$ cat src/rtl/pscan_pkg.sv
package pscan_pkg;
    localparam logic [7:0] CODE_DONE_RD = 8'h17;
    localparam logic [7:0] CODE_SKIP_RD = 8'h18;
    localparam logic [7:0] CODE_SKIP_WR = 8'h98;
    localparam logic [7:0] CODE_SIZE_RD = 8'h53;
    localparam logic [7:0] CODE_SIZE_WR = 8'hD3;

    localparam int SLOTS    = 32;
    localparam int SLOT_IW  = $clog2(SLOTS);
    localparam int SIZE_W   = 10;
    localparam int SIZE_RST = 64;
    localparam int SIZE_MAX = 1016;

    typedef enum logic [1:0] {
        ST_IDLE,
        ST_CHECK,
        ST_REQ,
        ST_POST
    } scan_st_e;
endpackage

$ cat src/rtl/pscan_regs.sv
module pscan_regs
    import pscan_pkg::*;
(
    input  logic              clk,
    input  logic              rst_n,
    input  logic              host_valid,
    input  logic [7:0]        host_code,
    input  logic [31:0]       host_wdata,
    input  logic              post_valid,
    input  logic [SLOTS-1:0]  post_bits,
    output logic [SIZE_W-1:0] slot_size,
    output logic [SLOTS-1:0]  skip_map,
    output logic              host_rvalid,
    output logic [31:0]       host_rdata,
    output logic              cfg_err
);
    typedef struct packed {
        logic [SIZE_W-1:0] size;
        logic [SLOTS-1:0]  skip;
        logic [SLOTS-1:0]  done;
        logic              rvalid;
        logic [31:0]       rdata;
        logic              err;
    } regs_t;

    regs_t r_d, r_q;
    logic  rd_done;
    logic  size_ok;
    logic  unused_hi;

    assign unused_hi = &{1'b0, host_wdata[31:16]};

    always_comb begin
        r_d        = r_q;
        r_d.rvalid = 1'b0;
        r_d.err    = 1'b0;
        rd_done    = host_valid && (host_code == CODE_DONE_RD);
        size_ok    = (host_wdata[15:0] != 16'd0) && (host_wdata[2:0] == 3'd0)
                     && (host_wdata[15:0] <= 16'(SIZE_MAX));
        if (host_valid) begin
            case (host_code)
                CODE_DONE_RD: begin
                    r_d.rvalid = 1'b1;
                    r_d.rdata  = 32'(r_q.done);
                end
                CODE_SKIP_RD: begin
                    r_d.rvalid = 1'b1;
                    r_d.rdata  = 32'(r_q.skip);
                end
                CODE_SKIP_WR: r_d.skip = host_wdata[SLOTS-1:0];
                CODE_SIZE_RD: begin
                    r_d.rvalid = 1'b1;
                    r_d.rdata  = {{(32-SIZE_W){1'b0}}, r_q.size};
                end
                CODE_SIZE_WR: begin
                    if (size_ok) r_d.size = host_wdata[SIZE_W-1:0];
                    else         r_d.err  = 1'b1;
                end
                default: ;
            endcase
        end
        if (post_valid) begin
            r_d.done = rd_done ? post_bits : (r_q.done | post_bits);
        end else if (rd_done) begin
            r_d.done = '0;
        end
    end

    always_ff @(posedge clk) begin
        if (!rst_n) begin
            r_q      <= '0;
            r_q.size <= SIZE_W'(SIZE_RST);
        end else begin
            r_q <= r_d;
        end
    end

    assign slot_size   = r_q.size;
    assign skip_map    = r_q.skip;
    assign host_rvalid = r_q.rvalid;
    assign host_rdata  = r_q.rdata;
    assign cfg_err     = r_q.err;
endmodule

$ cat src/rtl/pscan_walker.sv
module pscan_walker
    import pscan_pkg::*;
#(
    parameter int BUF_BYTES = 1024,
    parameter int AW        = 11,
    parameter int OVW       = 8
) (
    input  logic               clk,
    input  logic               rst_n,
    input  logic               frame_tick,
    input  logic [SIZE_W-1:0]  slot_size,
    input  logic [SLOTS-1:0]   skip_map,
    input  logic               proc_ack,
    input  logic               proc_ok,
    output logic               scan_busy,
    output logic               proc_req,
    output logic [SLOT_IW-1:0] proc_slot,
    output logic [AW-1:0]      proc_addr,
    output logic               post_valid,
    output logic [SLOTS-1:0]   post_bits,
    output logic [OVW-1:0]     overrun_cnt
);
    localparam int IW = SLOT_IW + 1;
    localparam int EW = ((AW > SIZE_W) ? AW : SIZE_W) + 1;

    typedef struct packed {
        scan_st_e          st;
        logic [IW-1:0]     idx;
        logic [AW-1:0]     addr;
        logic [SIZE_W-1:0] size;
        logic [SLOTS-1:0]  bits;
        logic [OVW-1:0]    ovr;
    } walk_t;

    walk_t w_d, w_q;
    logic [EW-1:0] end_addr;
    logic          fits;
    logic          last_done;

    always_comb begin
        w_d       = w_q;
        end_addr  = EW'(w_q.addr) + EW'(w_q.size);
        fits      = end_addr <= EW'(BUF_BYTES);
        last_done = w_q.idx == IW'(SLOTS);
        if (frame_tick && (w_q.st != ST_IDLE)) w_d.ovr = w_q.ovr + 1'b1;
        case (w_q.st)
            ST_IDLE: if (frame_tick) begin
                w_d.st   = ST_CHECK;
                w_d.idx  = '0;
                w_d.addr = '0;
                w_d.size = slot_size;
                w_d.bits = '0;
            end
            ST_CHECK: begin
                if (last_done || !fits) begin
                    w_d.st = ST_POST;
                end else if (skip_map[w_q.idx[SLOT_IW-1:0]]) begin
                    w_d.idx  = w_q.idx + 1'b1;
                    w_d.addr = end_addr[AW-1:0];
                end else begin
                    w_d.st = ST_REQ;
                end
            end
            ST_REQ: if (proc_ack) begin
                w_d.bits[w_q.idx[SLOT_IW-1:0]] = proc_ok;
                w_d.idx  = w_q.idx + 1'b1;
                w_d.addr = end_addr[AW-1:0];
                w_d.st   = ST_CHECK;
            end
            default: w_d.st = ST_IDLE;
        endcase
    end

    always_ff @(posedge clk) begin
        if (!rst_n) w_q <= '0;
        else        w_q <= w_d;
    end

    assign scan_busy   = w_q.st != ST_IDLE;
    assign proc_req    = w_q.st == ST_REQ;
    assign proc_slot   = w_q.idx[SLOT_IW-1:0];
    assign proc_addr   = w_q.addr;
    assign post_valid  = w_q.st == ST_POST;
    assign post_bits   = w_q.bits;
    assign overrun_cnt = w_q.ovr;
endmodule

$ cat src/rtl/pscan_ctrl.sv
module pscan_ctrl
    import pscan_pkg::*;
#(
    parameter int BUF_BYTES = 1024,
    parameter int OVW       = 8,
    localparam int AW       = $clog2(BUF_BYTES + 1)
) (
    input  logic           clk,
    input  logic           rst_n,
    input  logic           host_valid,
    input  logic [7:0]     host_code,
    input  logic [31:0]    host_wdata,
    output logic           host_rvalid,
    output logic [31:0]    host_rdata,
    output logic           cfg_err,
    input  logic           frame_tick,
    output logic           scan_busy,
    output logic [OVW-1:0] overrun_cnt,
    output logic           proc_req,
    output logic [4:0]     proc_slot,
    output logic [AW-1:0]  proc_addr,
    input  logic           proc_ack,
    input  logic           proc_ok
);
    logic [SIZE_W-1:0] size_w;
    logic [SLOTS-1:0]  skip_w;
    logic              post_w;
    logic [SLOTS-1:0]  bits_w;

    pscan_regs u_regs (
        .clk        (clk),
        .rst_n      (rst_n),
        .host_valid (host_valid),
        .host_code  (host_code),
        .host_wdata (host_wdata),
        .post_valid (post_w),
        .post_bits  (bits_w),
        .slot_size  (size_w),
        .skip_map   (skip_w),
        .host_rvalid(host_rvalid),
        .host_rdata (host_rdata),
        .cfg_err    (cfg_err)
    );

    pscan_walker #(
        .BUF_BYTES(BUF_BYTES),
        .AW       (AW),
        .OVW      (OVW)
    ) u_walk (
        .clk        (clk),
        .rst_n      (rst_n),
        .frame_tick (frame_tick),
        .slot_size  (size_w),
        .skip_map   (skip_w),
        .proc_ack   (proc_ack),
        .proc_ok    (proc_ok),
        .scan_busy  (scan_busy),
        .proc_req   (proc_req),
        .proc_slot  (proc_slot),
        .proc_addr  (proc_addr),
        .post_valid (post_w),
        .post_bits  (bits_w),
        .overrun_cnt(overrun_cnt)
    );
endmodule

$ cat config.mk
export PLATFORM = sky130hd
export DESIGN_NAME = pscan_ctrl
export DESIGN_NICKNAME = d
export VERILOG_FILES = /design/src/rtl/pscan_pkg.sv /design/src/rtl/pscan_regs.sv /design/src/rtl/pscan_walker.sv /design/src/rtl/pscan_ctrl.sv
export SDC_FILE = /design/constraint.sdc
export NUM_CORES = 1
export LEC_CHECK = 0
export ABC_AREA = 1
export BUFFER_PORTS_ARGS = -buffer_cell sky130_fd_sc_hd__buf_4
export CORE_MARGIN = 5
export CORE_UTILIZATION = 60
export CTS_BUF_LIST = sky130_fd_sc_hd__clkbuf_8
export DETAILED_ROUTE_END_ITERATION = 8
export GPL_TIMING_DRIVEN = 0
export PLACE_DENSITY = 0.82
export SLEW_MARGIN = 20
export SYNTH_ARGS = -nofsm -noshare
export SYNTH_HDL_FRONTEND = slang
export SYNTH_SLANG_ARGS = --single-unit
export TNS_END_PERCENT = 10
$ cat constraint.sdc
create_clock -name clk -period 4.1 [get_ports clk]
set_input_delay 0.82 -clock clk [delete_from_list [all_inputs] [get_ports clk]]
set_output_delay 0.82 -clock clk [all_outputs]
set_load 0.01 [all_outputs]
After elaboration in Yosys (flattened, before gate mapping). Index checks and enable logic that the tools add are counted.

Register bits after elaboration: 177. Latch bits: 0. Bits in writable memories: 0. Memory bits (read-only): 0. Input bits: 46. Output and inout port bits: 60. Word-level logic and storage cells: 78. Memories kept: 0.

Add/subtract/negate cells: 3. Multiply operators: 0. Div/mod/pow operators: 0. Magnitude comparators: 4. Equality and inequality tests: 14. Shift operators: 0. Mux-type cells: 20. Bitwise gates (word level): 1. Reduce and logical (&&, ||, !) cells: 24.

Operators by type and width (number): $mux W32 (4); $pmux W33 S3 (1); $pmux W32 S2 (1); $mux W61 (1); $pmux W17 S3 (1); $mux W17 (2); $bwmux W32 (1); $or A32 B32 Y32 (1); $mux W19 (1); $eq A8 B5 Y1 const B (2); $eq A8 B8 Y1 const B (2); $le A16 B10 Y1 const B (1); $reduce_bool A16 Y1 (1); $add A11 B10 Y12 (1); $le A12 B11 Y1 const B (1); $reduce_and A3 Y1 (4); $add A8 B1 Y8 const B (1); $eq A8 B7 Y1 const B (1); $reduce_and A2 Y1 (4); $add A6 B1 Y6 const B (1); $eq A6 B6 Y1 const B (1); $lt A5 B6 Y1 const B (1); $pmux W2 S3 (1); $reduce_bool A2 Y1 (3); 17 further kinds (28).

Logic depth before layout (Yosys ltp).
Word-level depth: 7. Gate-level depth with buffers: 19. Gate-level depth less buffers: 18.

Cells and area by module. Synthesis repeated with hierarchy kept, for this count alone.

Cells, all modules: 1468. Area, all modules: 9753.1 sq um.

By module, submodules not included: pscan_regs (instances 1, cells an instance 749, area an instance 5146.2 sq um, seq. area each 2162.1 sq um); pscan_walker (instances 1, cells an instance 719, area an instance 4606.9 sq um, seq. area each 1381.3 sq um).

Least setup slack after synthesis. No wires, ideal clock.

Path type: reg2reg. From: register u_walk.w_q (netlist bit u_walk.proc_addr[0]). To: register u_walk.w_q (netlist bit u_walk.proc_addr[1]). Data arrival time: 2268 ps. Setup slack: 1718 ps. Cell stages (with the launch flop): 17. Clock period less this slack: 2382 ps. Path through: dfxtp_1 -> ha_1 -> fa_1 -> or2_2 -> nor2_1 -> nand3_1 -> nor2_1 -> nand2_1 -> nor2_1 -> nand3_1 -> nand2_1 -> nand2_1 -> nand2_2 -> nand2_2 -> buf_2 -> a21oi_1 -> nor2_1.

Word-level cells in the longest chain between the ends: 6. Elaborated cells between the ends (all ways): 10. Those cells by class: add/sub (1); order compare (1); eq/ne (1); mux (4); reduce/logical (3).

Ends and longest elaborated chain: start, declared (RTL line pscan_walker.sv:35) `walk_t w_d, w_q;`; start signal, assigned (RTL line pscan_walker.sv:76) `else w_q <= w_d;`; $add A11 B10 Y12 (*) (RTL line pscan_walker.sv:42) `end_addr = EW'(w_q.addr) + EW'(w_q.size);`; $le A12 B11 Y1 (RTL line pscan_walker.sv:43) `fits = end_addr <= EW'(BUF_BYTES);`; $logic_not A1 Y1 (RTL line pscan_walker.sv:55) `if (last_done || !fits) begin`; $logic_or A1 B1 Y1 (RTL line pscan_walker.sv:55); $ne A2 B2 Y1 (no line); $reduce_and A5 Y1 (no line).

Every way passes the cells marked *; elsewhere a longest branch is shown, timed or not. The select of a mux whose other input is x is not followed. A chain may end at the register's enable or synchronous reset.

Worst setup path after layout.
From: register u_walk.w_q[40] (netlist name). To: register u_walk.w_q (netlist bit u_walk.proc_slot[2]).

Word-level cells in the longest chain between the ends: 6.

Ends and longest elaborated chain (RTL line): $add A11 B10 Y12 (pscan_walker.sv:42); $le A12 B11 Y1 (pscan_walker.sv:43); $logic_not A1 Y1 (pscan_walker.sv:55); $logic_or A1 B1 Y1 (pscan_walker.sv:55); $ne A2 B2 Y1 (no line); $reduce_and A5 Y1 (no line).

Every way passes these cells.

==> results by group <==
Routing
  • Post-DR vias/cell: 5.47
  • Routed len/inst: 15.7 um
  • Drt pass-1 iters: 6
  • Final Routed Wirelength: 24.1 mm
  • Initial DRC count: 996
  • Drt drc: 0
  • Antenna Nets Post-Route: 0
  • Via count: 8415

Global routing
  • Total GRT Usage: 29.1%
  • Met1 Track Usage GR: 41.6%
  • Largest net degree at the start of global routing: 17
  • Initial antenna violation count: 0
  • Gr ovfl total: 0
  • Global-route wire length before repair: 38.4 mm
  • Vias in the first global route: just under 8000
  • Met3 Use GR: 6.55%
  • Most Crowded Layer GR: met2
  • GR Layer Usage met2: about 44%

Place
  • Dpl hpwl: 17.9 mm
  • Port Buffers: 105
  • RePlAce Congestion: 0.922
  • Setup WS pre-CTS: 1.35 ns

Floorplanning
  • Ports: approximately 110
  • CORE AREA: 13900 um^2
  • Die width: around 130 um
  • Total die area: 16700 um^2
  • Die height: around 130 um
  • Row Count: 43
  • Initial core utilization: 61.3%

Timing
  • Final setup viols: 0
  • Final hold vios: 0
  • Fin crit period: 2.84 ns
  • Setup TNS: 0 ns
  • Worst-margin pin slew: 1.16 ns
  • Period utilization: 69.3%
  • Max-slew headroom: 21.8%
  • Fin. max-slew vios: 0
  • Fmax: 352 MHz
  • Clock skew: ~0.013 ns
  • Final setup margin: 1.26 ns
  • RSZ-0062 raised after global routing: no

Cells and area
  • Number of diodes: 0
  • Area Growth Syn to Fin: 16.5%
  • Final Net Count: 1413
  • Layout cells sized above 1: approximately 16%

Clocking
  • CTS resizes: 0
  • Max Root-Sink Buffers: 2
  • CTS buffer count: 17
  • Hold Buf Count CTS: 0
  • Post-CTS Setup Bufs: 0
  • H-tree Lvls: 4
  • Skew-Pair Late Insertion Delay: roughly 0.47 ns
  • CTS tree: yes
  • Total clock sinks: approximately 180
  • Register clock-pin slew on the reported worst setup and hold paths: ~0.090 ns
  • Clk root buf: clkbuf_8

Setup path
  • Critical Path Sink Type: register
  • CP max FO: 10
  • WS Path Type: register to register
  • Critical Path Start Type: register
  • Crit path cell chain: ha_1, fa_1, or2_2, nor2_1, nand3_1, nor2_1, nand2_1, nor2_1, nand3_1, nand2_1, nand2_1, nand2_2, nand2_2, buf_6, o21ai_0, nor2_1
  • Most used cell, CP: nor2_1
  • CP peak stage delay: about 0.44 ns
  • Worst Path Arrival: around 3.2 ns
  • CP delay by family, top: simple AND/OR/NAND/NOR gates
  • Crit path buf inv count: 1
  • Slowest cell on crit path: fa_1
  • Worst path required time: 4.46 ns

Logic synthesis
  • Synth top area share: 41.5%
  • Syn_area_per_cell: 6.98 um^2
  • Largest area contributor in the netlist: dfxtp_1
  • Asr flop ratio synth: 0%
  • Synth Register Bits: 177
  • Ys flop type: dfxtp_1
  • Post-Syn Area: about 8500 um^2
  • Post-synth cell types: 36
  • Post-Syn Instances: about 1200
  • Count leader, synth: nand2_1
  • Post-synth EDFFs: 0
  • Seq/Total Area, Yosys: 41.5%
  • Synth warnings: 0
  • Synth area leaders: dfxtp_1 (41%), nand2_1 (11%), a21oi_1 (8.6%)
  • Commonest cells in the netlist: nand2_1 (252), dfxtp_1 (177), nor2_1 (158)
  • Net Count, Synth: around 1300

Power and ir drop
  • Cell leakage power: roughly 4.2 nW
  • PwrDens: 497 nW/um^2
  • VDD IR max: roughly 440 uV

Flow run
  • Max-cap viol count: 0

Status
  • Status: finished clean

Min path
  • HP Class: register to register
tightest hold or removal path: stages (launching register included):
cell and delay [ns]:
dfxtp_1 0.32, nand2_1 0.05, a21oi_1 0.05
cell type report:
type	instances	area (um^2)
Fill cell	1223	3990
Buffer	118	681
Tap cell	180	225
Timing Repair Buffer	105	788
Multi-Input combinational cell	810	3870
Inverter	118	444
Clock buffer	19	262
Sequential cell	177	3540
Clock inverter	12	130
per-stage QoR:
stage	power (mW)	hold WS [ns]	instances	utilization [%]	cell area, um^2
after floorplan	3.18	0.434	1223	-	8540
after global placement	3.69	0.446	1508	68.6	9550
after detailed placement	3.72	0.449	1508	68.6	9550
after CTS	4.92	0.463	1539	71.4	9950
after global routing	5.25	0.476	1539	71.4	9950
final	4.94	0.461	1539	71.4	9950
worst paths after layout:
path	startpoint	to	slack, ns	depth (start not counted)
max reg2reg	u_walk.w_q[40]	u_walk.proc_slot[2]	1.26	16
min	u_walk.post_bits[30]	u_regs.r_q[64]	0.46	2
max	u_walk.w_q[40]	u_walk.proc_slot[2]	1.26	16
min reg2reg	u_walk.post_bits[30]	u_regs.r_q[64]	0.46	2
logic make-up (layout without fill, tap and decap cells):
kind of cell	after synthesis	after routing	synth area share, %
and+or+nand+nor	462	462	21.5
AOI/OAI and AO/OA	327	327	20.7
DFF	177	177	41.5
adders and majority gates	20	20	3.02
xor gates and xnor gates	1	1	0.103
buffers and inverters	236	372	13.2
registers in the layout, indices dropped and copies added (netlist names):
| register | cells |
|---|---|
| u_regs.slot_size | 10 |
| u_regs.cfg_err | 1 |
| u_walk.proc_addr | 11 |
| u_regs.r_q | 32 |
| u_walk.proc_slot | 5 |
| u_walk.post_bits | 32 |
| u_walk.overrun_cnt | 8 |
| u_regs.host_rdata | 32 |
| u_regs.skip_map | 32 |
| u_regs.host_rvalid | 1 |
| u_walk.w_q | 13 |
routing by layer:
metal | routed length (um) | up-vias | share of wire [%]
li1 | - | 4194 | -
met1 | 10700 | 3767 | 45
met2 | 10200 | 400 | 42
met3 | 2600 | 54 | 11
met4 | 547 | 0 | 2.3
met5 | 0 | - | 0
cells in the final DEF (no fill, tap or decap), drive strengths merged, types with 19 or more instances in the layout:
| cell type | instances |
|---|---|
| nand2 | 254 |
| dfxtp | 177 |
| buf | 174 |
| nor2 | 158 |
| a21oi | 146 |
| o21ai | 143 |
| inv | 117 |
| clkbuf | 68 |
| a221oi | 30 |
| nand3 | 24 |
| ha | 19 |
report_power, final:
part           switching (mW)  internal, mW
registers               0.103          1.82
clock network           0.643         0.573
logic                    1.17         0.633
Note: power is estimated with default switching activity, not from simulation.
